<file path="src/rtl/fsel_pkg.sv">
package fsel_pkg;

    localparam int REG_W  = 8;
    localparam int CODE_W = 4;
    localparam int ADDR_W = 5;

    // register indices
    localparam logic [ADDR_W-1:0] IX_MAIN  = 5'd0;
    localparam logic [ADDR_W-1:0] IX_WTIME = 5'd9;
    localparam logic [ADDR_W-1:0] IX_WCTRL = 5'd10;
    localparam logic [ADDR_W-1:0] IX_DIVLO = 5'd11;

    // field positions
    localparam int MAIN_SEL_BIT  = 0;
    localparam int MAIN_CODE_LSB = 4;
    localparam int WC_DIV_BIT    = 7;
    localparam int WC_EN_BIT     = 6;
    localparam int WC_STAT_BIT   = 5;
    localparam int WC_SAFE_LSB   = 0;

    typedef enum logic [1:0] {
        SRC_PINS = 2'd0,
        SRC_REG  = 2'd1,
        SRC_DIV  = 2'd2,
        SRC_SAFE = 2'd3
    } src_e;

    typedef enum logic [1:0] {
        WD_OFF   = 2'd0,
        WD_RUN   = 2'd1,
        WD_FIRED = 2'd2
    } wd_e;

endpackage

</file>
<file path="src/rtl/fsel_regs.sv">
module fsel_regs
    import fsel_pkg::*;
#(
    parameter int              P_REG_W   = REG_W,
    parameter int              P_CODE_W  = CODE_W,
    parameter int              P_ADDR_W  = ADDR_W,
    parameter logic [7:0]      WTIME_RST = 8'd16,
    parameter int              N_DIV     = 2
) (
    input  logic                clk,
    input  logic                rst_n,
    input  logic [P_CODE_W-1:0] fs_pins,
    input  logic                we,
    input  logic [P_ADDR_W-1:0] addr,
    input  logic [P_REG_W-1:0]  wdata,
    output logic [P_CODE_W-1:0] fs_lat,
    output logic                sw_sel,
    output logic [P_CODE_W-1:0] sw_code,
    output logic [P_REG_W-1:0]  wtime,
    output logic                wd_en,
    output logic                div_sel,
    output logic [P_CODE_W-1:0] safe_code,
    output logic [P_REG_W-1:0]  div_word [N_DIV],
    output logic                wr_wtime,
    output logic                stat_clr
);

    logic cap_done;
    logic hit_main, hit_wtime, hit_wctrl;

    assign hit_main  = we && (addr == IX_MAIN);
    assign hit_wtime = we && (addr == IX_WTIME);
    assign hit_wctrl = we && (addr == IX_WCTRL);

    assign wr_wtime = hit_wtime;
    assign stat_clr = hit_wctrl && !wdata[WC_STAT_BIT];

    // one-shot capture of the select pins after reset
    always_ff @(posedge clk or negedge rst_n) begin
        if (!rst_n) begin
            cap_done <= 1'b0;
            fs_lat   <= '0;
        end else if (!cap_done) begin
            cap_done <= 1'b1;
            fs_lat   <= fs_pins;
        end
    end

    always_ff @(posedge clk or negedge rst_n) begin
        if (!rst_n) begin
            sw_sel  <= 1'b0;
            sw_code <= '0;
        end else if (hit_main) begin
            sw_sel  <= wdata[MAIN_SEL_BIT];
            sw_code <= wdata[MAIN_CODE_LSB +: P_CODE_W];
        end
    end

    always_ff @(posedge clk or negedge rst_n) begin
        if (!rst_n) begin
            wtime <= P_REG_W'(WTIME_RST);
        end else if (hit_wtime) begin
            wtime <= wdata;
        end
    end

    always_ff @(posedge clk or negedge rst_n) begin
        if (!rst_n) begin
            wd_en     <= 1'b0;
            div_sel   <= 1'b0;
            safe_code <= '0;
        end else if (hit_wctrl) begin
            wd_en     <= wdata[WC_EN_BIT];
            div_sel   <= wdata[WC_DIV_BIT];
            safe_code <= wdata[WC_SAFE_LSB +: P_CODE_W];
        end
    end

    for (genvar g = 0; g < N_DIV; g++) begin : g_div
        localparam logic [P_ADDR_W-1:0] IX = P_ADDR_W'(int'(IX_DIVLO) + g);
        always_ff @(posedge clk or negedge rst_n) begin
            if (!rst_n) begin
                div_word[g] <= '0;
            end else if (we && (addr == IX)) begin
                div_word[g] <= wdata;
            end
        end
    end

    AST_PINS_HELD: assert property (@(posedge clk) disable iff (!rst_n)
        cap_done |=> $stable(fs_lat));

endmodule

</file>
<file path="src/rtl/fsel_wdt.sv">
module fsel_wdt
    import fsel_pkg::*;
#(
    parameter int P_REG_W = REG_W
) (
    input  logic               clk,
    input  logic               rst_n,
    input  logic               en,
    input  logic               tick,
    input  logic               kick,
    input  logic               wr_wtime,
    input  logic [P_REG_W-1:0] wtime_new,
    input  logic [P_REG_W-1:0] wtime_q,
    input  logic               stat_clr,
    output logic               fired
);

    localparam logic [P_REG_W-1:0] ONE = P_REG_W'(1);

    wd_e               state_q, state_d;
    logic [P_REG_W-1:0] cnt_q, cnt_d;
    logic [P_REG_W-1:0] reload_src, reload_val;
    logic               reload_req;

    assign reload_src = wr_wtime ? wtime_new : wtime_q;
    assign reload_val = (reload_src == '0) ? ONE : reload_src;
    assign reload_req = kick || wr_wtime;

    // state register
    always_ff @(posedge clk or negedge rst_n) begin
        if (!rst_n) state_q <= WD_OFF;
        else        state_q <= state_d;
    end

    // next state: ARM, DISARM, EXPIRE, ACK
    always_comb begin
        state_d = state_q;
        unique case (state_q)
            WD_OFF:   if (en) state_d = WD_RUN;
            WD_RUN: begin
                if (!en)
                    state_d = WD_OFF;
                else if (!reload_req && tick && (cnt_q == ONE))
                    state_d = WD_FIRED;
            end
            WD_FIRED: if (stat_clr) state_d = WD_OFF;
            default:  state_d = WD_OFF;
        endcase
    end

    // counter
    always_comb begin
        cnt_d = cnt_q;
        unique case (state_q)
            WD_OFF: cnt_d = reload_val;
            WD_RUN: begin
                if (!en || reload_req) cnt_d = reload_val;
                else if (tick)         cnt_d = cnt_q - ONE;
            end
            WD_FIRED: if (stat_clr) cnt_d = reload_val;
            default:  cnt_d = reload_val;
        endcase
    end

    always_ff @(posedge clk or negedge rst_n) begin
        if (!rst_n) cnt_q <= ONE;
        else        cnt_q <= cnt_d;
    end

    // outputs
    always_comb begin
        fired = (state_q == WD_FIRED);
    end

    AST_ZERO_ONLY_FIRED: assert property (@(posedge clk) disable iff (!rst_n)
        (cnt_q == '0) |-> (state_q == WD_FIRED));
    AST_NO_ZERO_ARMED: assert property (@(posedge clk) disable iff (!rst_n)
        (state_q != WD_FIRED) |-> (cnt_q != '0));
    AST_TICK_STEP: assert property (@(posedge clk) disable iff (!rst_n)
        (state_q == WD_RUN && en && tick && !kick && !wr_wtime)
        |=> (cnt_q == $past(cnt_q) - ONE));
    AST_KICK_RELOAD: assert property (@(posedge clk) disable iff (!rst_n)
        (state_q == WD_RUN && en && kick) |=> (cnt_q == $past(reload_val)));
    AST_STICKY: assert property (@(posedge clk) disable iff (!rst_n)
        (state_q == WD_FIRED && !stat_clr) |=> (state_q == WD_FIRED));

endmodule

</file>
<file path="src/rtl/fsel_mux.sv">
module fsel_mux
    import fsel_pkg::*;
#(
    parameter int P_CODE_W = CODE_W
) (
    input  logic                fired,
    input  logic                div_sel,
    input  logic                sw_sel,
    input  logic [P_CODE_W-1:0] sw_code,
    input  logic [P_CODE_W-1:0] fs_lat,
    input  logic [P_CODE_W-1:0] safe_code,
    output src_e                src,
    output logic [P_CODE_W-1:0] code,
    output logic                div_mode
);

    logic [P_CODE_W-1:0] base_code;

    assign base_code = sw_sel ? sw_code : fs_lat;

    always_comb begin
        src      = SRC_PINS;
        code     = base_code;
        div_mode = 1'b0;
        if (fired) begin
            src  = SRC_SAFE;
            code = safe_code;
        end else if (div_sel) begin
            src      = SRC_DIV;
            div_mode = 1'b1;
        end else if (sw_sel) begin
            src = SRC_REG;
        end
    end

endmodule

</file>
<file path="src/rtl/freq_sel_wdog.sv">
module freq_sel_wdog
    import fsel_pkg::*;
#(
    parameter int         P_REG_W   = REG_W,
    parameter int         P_CODE_W  = CODE_W,
    parameter int         P_ADDR_W  = ADDR_W,
    parameter logic [7:0] WTIME_RST = 8'd16
) (
    input  logic                clk,
    input  logic                rst_n,
    input  logic [P_CODE_W-1:0] fs_pins,
    input  logic                cfg_we,
    input  logic [P_ADDR_W-1:0] cfg_addr,
    input  logic [P_REG_W-1:0]  cfg_wdata,
    input  logic                sec_tick,
    input  logic                alive_kick,
    output logic [P_CODE_W-1:0] freq_code,
    output logic [1:0]          freq_src,
    output logic                div_mode,
    output logic [P_REG_W-1:0]  div_lo,
    output logic [P_REG_W-1:0]  div_hi,
    output logic                wdt_fired
);

    localparam int N_DIV = 2;

    logic [P_CODE_W-1:0] fs_lat, sw_code, safe_code;
    logic                sw_sel, wd_en, div_sel, wr_wtime, stat_clr;
    logic [P_REG_W-1:0]  wtime;
    logic [P_REG_W-1:0]  div_word [N_DIV];
    src_e                src;

    fsel_regs #(
        .P_REG_W(P_REG_W), .P_CODE_W(P_CODE_W), .P_ADDR_W(P_ADDR_W),
        .WTIME_RST(WTIME_RST), .N_DIV(N_DIV)
    ) u_regs (
        .clk(clk), .rst_n(rst_n), .fs_pins(fs_pins),
        .we(cfg_we), .addr(cfg_addr), .wdata(cfg_wdata),
        .fs_lat(fs_lat), .sw_sel(sw_sel), .sw_code(sw_code),
        .wtime(wtime), .wd_en(wd_en), .div_sel(div_sel),
        .safe_code(safe_code), .div_word(div_word),
        .wr_wtime(wr_wtime), .stat_clr(stat_clr)
    );

    fsel_wdt #(.P_REG_W(P_REG_W)) u_wdt (
        .clk(clk), .rst_n(rst_n), .en(wd_en), .tick(sec_tick),
        .kick(alive_kick), .wr_wtime(wr_wtime), .wtime_new(cfg_wdata),
        .wtime_q(wtime), .stat_clr(stat_clr), .fired(wdt_fired)
    );

    fsel_mux #(.P_CODE_W(P_CODE_W)) u_mux (
        .fired(wdt_fired), .div_sel(div_sel), .sw_sel(sw_sel),
        .sw_code(sw_code), .fs_lat(fs_lat), .safe_code(safe_code),
        .src(src), .code(freq_code), .div_mode(div_mode)
    );

    assign freq_src = src;
    assign div_lo   = div_word[0];
    assign div_hi   = div_word[1];

    AST_SAFE_OVERRIDES: assert property (@(posedge clk) disable iff (!rst_n)
        wdt_fired |-> (freq_src == SRC_SAFE && !div_mode));
    AST_DIV_ONLY_DIVSRC: assert property (@(posedge clk) disable iff (!rst_n)
        div_mode |-> (freq_src == SRC_DIV));

endmodule

</file>
<file path="config.mk">
export PLATFORM = sky130hd
export DESIGN_NAME = freq_sel_wdog
export DESIGN_NICKNAME = d
export VERILOG_FILES = /design/src/rtl/fsel_pkg.sv /design/src/rtl/fsel_regs.sv /design/src/rtl/fsel_wdt.sv /design/src/rtl/fsel_mux.sv /design/src/rtl/freq_sel_wdog.sv
export SDC_FILE = /design/constraint.sdc
export NUM_CORES = 1
export LEC_CHECK = 0
export BUFFER_PORTS_ARGS = -buffer_cell sky130_fd_sc_hd__clkbuf_2
export CAP_MARGIN = 10
export CELL_PAD_IN_SITES_DETAIL_PLACEMENT = 0
export CELL_PAD_IN_SITES_GLOBAL_PLACEMENT = 1
export CORE_AREA = 3 3 83 85
export DETAILED_ROUTE_END_ITERATION = 12
export DIE_AREA = 0 0 86 88
export MAX_ROUTING_LAYER = met4
export PLACE_DENSITY = 0.84
export SKIP_LAST_GASP = 1
export SYNTH_ARGS = -nofsm -noshare
export SYNTH_HDL_FRONTEND = slang
export SYNTH_SLANG_ARGS = --single-unit
</file>
<file path="constraint.sdc">
create_clock -name clk -period 1.64 [get_ports clk]
set_input_delay 0.328 -clock clk [delete_from_list [all_inputs] [get_ports clk]]
set_output_delay 0.328 -clock clk [all_outputs]
set_load 0.005 [all_outputs]
</file>
==> impl_metrics.yaml, run 1 <==
yosys:
  synth_top_area_share_pct: 49.7
  seq_area_frac_synth_pct: 51.8
  syn-num-nets: 236
  synth_area_um2: 2420
  yosysUniqueCellTypes: 47
  synth_seq_cells: 50
  synth_edf_count: 0
  avgSynthCellArea_um2: 11.4
  syn-instance-count: 212
  yosys_warnings: 0
  ys_top_cells_by_area: "dfrtp_1 (50%), mux2_2 (15%), a211oi_1 (2.5%)"
  synth_top_area_cell: "dfrtp_1"
  synth-main-ff-cell: "dfrtp_1"
  async_reset_ff_share_pct: 100
critical_path:
  r2r_cells: 6
  timing.critical_path.buf_inv: 1
  rrSetupSlack_ns: 0
  arrival_ns: 1.92
  critPathTopFamily: "compound AO/OA/AOI/OAI gates"
  max_stage_delay_ns: 0.49
  setup.worst_path.start: "cfg_addr[2]"
  crit_chain: "buf_6 -> or3b_4 -> o41a_1 -> or2_1 -> o32a_1"
  slowest_stage: "o41a_1"
  r2r-end: "u_wdt.cnt_q[4]"
  end_kind: "flip-flop"
  path_class: "input port to flip-flop"
  r2r_start: "u_wdt.state_q[0]"
  critical_path_required_ns: 1.84
  worstSetupStartpointType: "input port"
  crit_fanout: 7
timing:
  finalCriticalPeriod_ns: 1.72
  finalHoldViolations: 0
  skew_ns: 0.00761
  maxSlewViolCount: 0
  clock.fmax_mhz: 582
  period_share_pct: 105
  hold_ws_ns: 0.241
  setup_slack_ns: -0.0782
  rsz0062_at_grt: "true"
  setup_violations: 8
floorplan:
  io_pins: 46
  die_area_um2: 7570
  die_w_um: 86
  rows: 29
  fp.dieH_um: 88
  coreArea_um2: 6280
  start_util_pct: 38.5
global_routing:
  gr-usage-all-layers_pct: 17.8
  grt-ovfl-total: 0
  antenna_found_initial: 0
  grt_pass1_vias: 2085
  grt_first_pass_wirelength_um: 10200
  grt_max_degree: 51
routing:
  drt_wl_total_um: 6410
  antenna_left: 0
  vias: 2075
  wl_per_cell_um: 17.0
  avgViaCountPerCell: 5.52
  drc: 0
  drtIter0Drc: 193
  drt_first_pass_iters: 4
clock_tree:
  worstSkewPairLatency_ns: 0.31
  cts_tree: "yes"
  cts_buffer_depth: 2
  cts_root_buf: "clkbuf_8"
  htree_num_levels: 2
  cts_made_buffers: 5
  clock-sinks: 50
  clkTransAtPathRegs_ns: 0.10
final_layout:
  area_delta_synth_final_pct: 35.7
  final_nets: 322
  num_antenna_cells: 0
  fillers: 553
  drive_gt1_share_pct: 49.5
placed_design:
  gp_congestion: 0.848
  io_buffers: 45
  place_ws_ns: -0.408
  hpwl_um: 4570
worst_hold_path:
  hp-start: "fs_pins[1]"
  min_path_type: "input port to flip-flop"
  min_to: "u_regs.fs_lat[1]"
  worstHoldPathCells: 2
flow_run:
  drv_cap: 0
power_and_ir_drop:
  fin_total_pwr_mw: 3.36
  ir_drop_uv: 731
  p_leak_nw: 1.60
  power.density_nw_per_um2: 1020
run_status:
  outcome: "finished with violations"
  failed_checks: "setup timing"
-- cell families (layout without fill, tap and decap cells) --
family	Yosys count	count (layout)	synth area share, %
and+or+nand+nor	65	65	15.0
DFF	50	50	51.8
AOI/OAI and AO/OA	43	43	12.9
muxes	36	36	16.6
buffers and inverters	15	102	2.53
adders and majority gates	2	2	1.03
other	1	1	0.155
-- cell usage after synthesis (2+ instances only) --
cell type   n
nand2b_1    2
nor2_1      9
clkbuf_1    5
a21o_1      4
mux2i_1     4
a211oi_1    8
nor4_1      3
and4_1      2
nor2b_1     2
nand4_1     2
dfstp_2     2
and3_1      3
nand4bb_1   2
dfrtp_1    48
nand3_1     6
o211ai_1    2
and4bb_2    2
ha_1        2
o21ai_0    10
nor3_1      9
mux2_2     32
a21oi_1     2
a211o_1     5
nand2_1    16
inv_1       8
-- metal layers --
layer	wire (um)	share of wire, %	up-vias	global-route usage, %
met5	0	0	-	-
met2	3050	48	64	27.8
met1	2910	45	1029	23.8
met4	172	2.7	0	5.76
met3	272	4.2	16	2.92
li1	-	-	966	-
-- how the worst max path moves through the flow --
stage	end	slack, ns	cells after the start
finish	u_wdt.cnt_q[2]	-0.08	5
global route	freq_code[2]	-0.10	5
CTS	freq_src[1]	-0.07	4
detailed placement	u_wdt.cnt_q[2]	-0.41	5
global placement	u_wdt.cnt_q[0]	-0.40	6
floorplan	u_wdt.cnt_q[2]	-0.19	4
-- registers in the layout, indices dropped and copies added (netlist names) --
register          cells
u_wdt.state_q         2
u_regs.div_word      16
u_regs.cap_done       1
u_regs.div_sel        1
u_regs.fs_lat         4
u_regs.wtime          8
u_wdt.cnt_q           8
u_regs.sw_code        4
u_regs.wd_en          1
u_regs.sw_sel         1
u_regs.safe_code      4
-- per-stage QoR --
step                std cells  TNS, ns  utilization, %  cell area, um2
global route              376   -0.804            52.3            3280
CTS                       374   -0.134            50.5            3170
global placement          363    -3.28            48.1            3020
floorplan                 212    -1.50               -            2420
detailed placement        363    -3.57            48.1            3020
finish                    376   -0.168            52.3            3280
-- repair_timing --
item	4_1_cts	5_1_grt
setup endpoints to repair	13	17
setup buffers	1	2
hold buffers	1	0
pin swaps	5	10
gates cloned	1	0
gates resized for setup	16	26
endpoints found under the hold margin	20	0
-- area by class of cell --
type,count,area (um2),share of cell area [%]
clock buffers,5,68.8,2.10
well taps,77,96.3,2.94
multi-input cells,147,1200,36.5
flip-flops and latches,50,1250,38.2
inverters,8,30.0,0.915
clock inverters,3,28.8,0.877
repair buffers,86,606,18.5
-- power breakdown --
| part | total (mW) | switching, mW | internal, mW | leakage, nW |
|---|---|---|---|---|
| sequential | 1.67 | 0.191 | 1.48 | 0.629 |
| combinational | 0.924 | 0.427 | 0.497 | 0.924 |
| clock | 0.765 | 0.449 | 0.317 | 0.0502 |
| total | 3.36 | 1.07 | 2.29 | 1.60 |
-- cell usage in the layout, fill, tap and decap left out, types with 2 or more instances in the layout --
cell type,instances
a211o_1,5
a211oi_1,3
a211oi_2,5
a21o_1,4
and3_1,3
and4_1,2
and4bb_2,2
buf_12,3
buf_2,4
buf_4,30
buf_6,8
clkbuf_2,40
clkbuf_8,5
clkinv_4,2
dfrtp_1,47
dfstp_2,2
ha_1,2
inv_1,8
mux2_2,31
mux2i_1,4
nand2_1,11
nand2_2,4
nand2b_1,2
nand3_1,6
nand4_1,2
nand4bb_1,2
nor2_1,9
nor3_1,9
nor4_1,2
o211ai_1,2
o21ai_0,6
o21ai_1,3
(Power assumes the default switching activity.)
==> run 2, diff against run 1 <==
--- a/config.mk
+++ b/config.mk
@@ -13,7 +13,7 @@
 export DETAILED_ROUTE_END_ITERATION = 12
 export DIE_AREA = 0 0 86 88
 export MAX_ROUTING_LAYER = met4
-export PLACE_DENSITY = 0.84
+export PLACE_DENSITY = 0.83
 export SKIP_LAST_GASP = 1
 export SYNTH_ARGS = -nofsm -noshare
 export SYNTH_HDL_FRONTEND = slang
==> run 2 against run 1 <==
Compared with the run above:
- the run ends with hold timing, setup timing left
- worst hold slack worse by 0.25 ns
- global-route usage is essentially flat
- via count is 0.39% lower
- die area stayed put
- combinational power shrank 2.3%
- clock power down 9.3%
- first-iteration DRC count grew 46%
- flip-flop and latch count unchanged
- largest cell class unchanged
- sequential power is essentially flat
==> impl_metrics.yaml, run 2 (synthesis results as in run 1) <==
run_status:
  outcome: "finished with violations"
  failed_checks: "hold timing, setup timing"
global_routing:
  grt_pass1_vias: 2158
  gr-usage-all-layers_pct: 17.9
  grt_first_pass_wirelength_um: 10300
  grt-ovfl-total: 0
  grt_max_degree: 51
  antenna_found_initial: 0
final_layout:
  final_nets: 316
  fillers: 560
  largest_register: "u_regs.div_word"
  final_cells: 370
  area_delta_synth_final_pct: 33.0
  layout_common_cells: "dfrtp_1 (48), clkbuf_2 (38), mux2_2 (31), buf_4 (26), nand2_1 (12)"
  largest_reg_flops: 16
  biggestRegsByFlops: "u_regs.div_word x16, u_regs.wtime x8, u_wdt.cnt_q x8"
  final_common_cell: "dfrtp_1"
  num_antenna_cells: 0
  fin_util_pct: 51.2
  drive_gt1_share_pct: 47.8
clock_tree:
  cts_root_buf: "clkbuf_8"
  htree_num_levels: 2
  worstSkewPairLatency_ns: 0.29
  cts_tree: "yes"
  cts_made_buffers: 5
  clkTransAtPathRegs_ns: 0.09
  cts_buffer_depth: 2
  clock-sinks: 50
critical_path:
  worstSetupStartpointType: "input port"
  critical_path_required_ns: 1.87
  path_class: "input port to flip-flop"
  max_stage_delay_ns: 0.45
  critPathTopFamily: "compound AO/OA/AOI/OAI gates"
  crit_fanout: 8
  cp_common_cell: "buf_6"
  timing.critical_path.buf_inv: 3
  end_kind: "flip-flop"
  crit_chain: "buf_6 -> or3b_4 -> o41a_1 -> buf_6 -> buf_6 -> a211oi_2 -> a211o_1"
  slowest_stage: "o41a_1"
  arrival_ns: 1.96
power_and_ir_drop:
  ir_drop_uv: 603
  power.density_nw_per_um2: 1010
  p_leak_nw: 1.59
  fin_total_pwr_mw: 3.26
timing:
  maxSlewViolCount: 0
  skew_ns: 0.00329
  rsz0062_at_grt: "true"
  finalCriticalPeriod_ns: 1.73
  hold_ws_ns: -0.0103
  period_share_pct: 106
  setup_slack_ns: -0.0940
  fin_tns_setup_ns: -0.279
  setup_violations: 8
  clock.fmax_mhz: 577
  finalHoldViolations: 6
routing:
  vias: 2067
  drc: 0
  antenna_left: 0
  drtIter0Drc: 281
  wl_per_cell_um: 17.0
  drt_wl_total_um: 6280
  avgViaCountPerCell: 5.59
  drt_first_pass_iters: 4
floorplan:
  io_pins: 46
  coreArea_um2: 6280
  die_w_um: 86
  rows: 29
  start_util_pct: 38.5
  fp.dieH_um: 88
  die_area_um2: 7570
placed_design:
  hpwl_um: 4460
  io_buffers: 45
  placedCellCount: 359
  gp_congestion: 0.888
worst_hold_path:
  min_path_type: "input port to async pin"
flow_run:
  drv_cap: 0
-- run 2: cell types whose count changed in the layout (fill, tap and decap cells not counted), sizes merged --
cell / delta
clkbuf: -1
buf: -3
inv: -1
dlygate4sd3: -1
-- run 2: final timing paths --
check | startpoint | end | slack (ns) | cells after the start
setup / recovery | cfg_addr[2] | u_wdt.cnt_q[5] | -0.09 | 7
hold reg to reg | u_regs.div_word[4] | u_regs.div_word[4] | 0.51 | 1
min in group clk | fs_pins[0] | u_regs.fs_lat[0] | 0.26 | 2
setup reg to reg | u_wdt.state_q[0] | u_wdt.cnt_q[5] | -0.07 | 6
max in group asynchronous | rst_n | u_regs.wtime[4] | 1.35 | 2
hold / removal | rst_n | u_wdt.cnt_q[7] | -0.01 | 2
-- run 2: final cells by class --
type / count / area, um2 / share of cell area [%]
clock inverter: 2 / 13.8 / 0.428
timing repair buffer: 80 / 552 / 17.2
inverter: 8 / 30.0 / 0.934
multi-input combinational: 147 / 1200 / 37.2
tap: 77 / 96.3 / 3.00
sequential: 50 / 1250 / 39.0
clock buffer: 6 / 72.6 / 2.26
-- run 2: layer usage --
layer	up-vias	track usage [%]	part of all wire, %
li1	951	-	-
met1	1026	23.9	45
met2	78	27.8	46
met3	12	2.45	6.7
met4	0	6.62	2.0
met5	-	-	0
-- run 2: through the flow --
stage	area, um2	setup WS [ns]
floorplan	2420	-0.194
global placement	2970	-0.430
detailed placement	2970	-0.437
CTS	3140	-0.0286
global route	3220	-0.134
finish	3220	-0.0940
-- run 2: worst register-to-register path: cells and delay by family (launching register included) --
family	cells	cell delay, ns
AOI/OAI and AO/OA	3	0.71
buffers and inverters	2	0.26
DFF	1	0.44
and+or+nand+nor	1	0.19
-- run 2: power by group --
part | internal (mW) | switching [mW]
clock | 0.302 | 0.392
combinational | 0.485 | 0.418
sequential | 1.48 | 0.184
total | 2.26 | 0.995
-- run 2: repair_timing --
| action | 4_1_cts | 5_1_grt |
|---|---|---|
| resized for setup | 21 | 22 |
| pin swaps | 5 | 3 |
| buffers inserted | 2 | 0 |
| endpoints found under the setup margin | 11 | 17 |
| cloned | 1 | 0 |
| hold buffers | 0 | 0 |
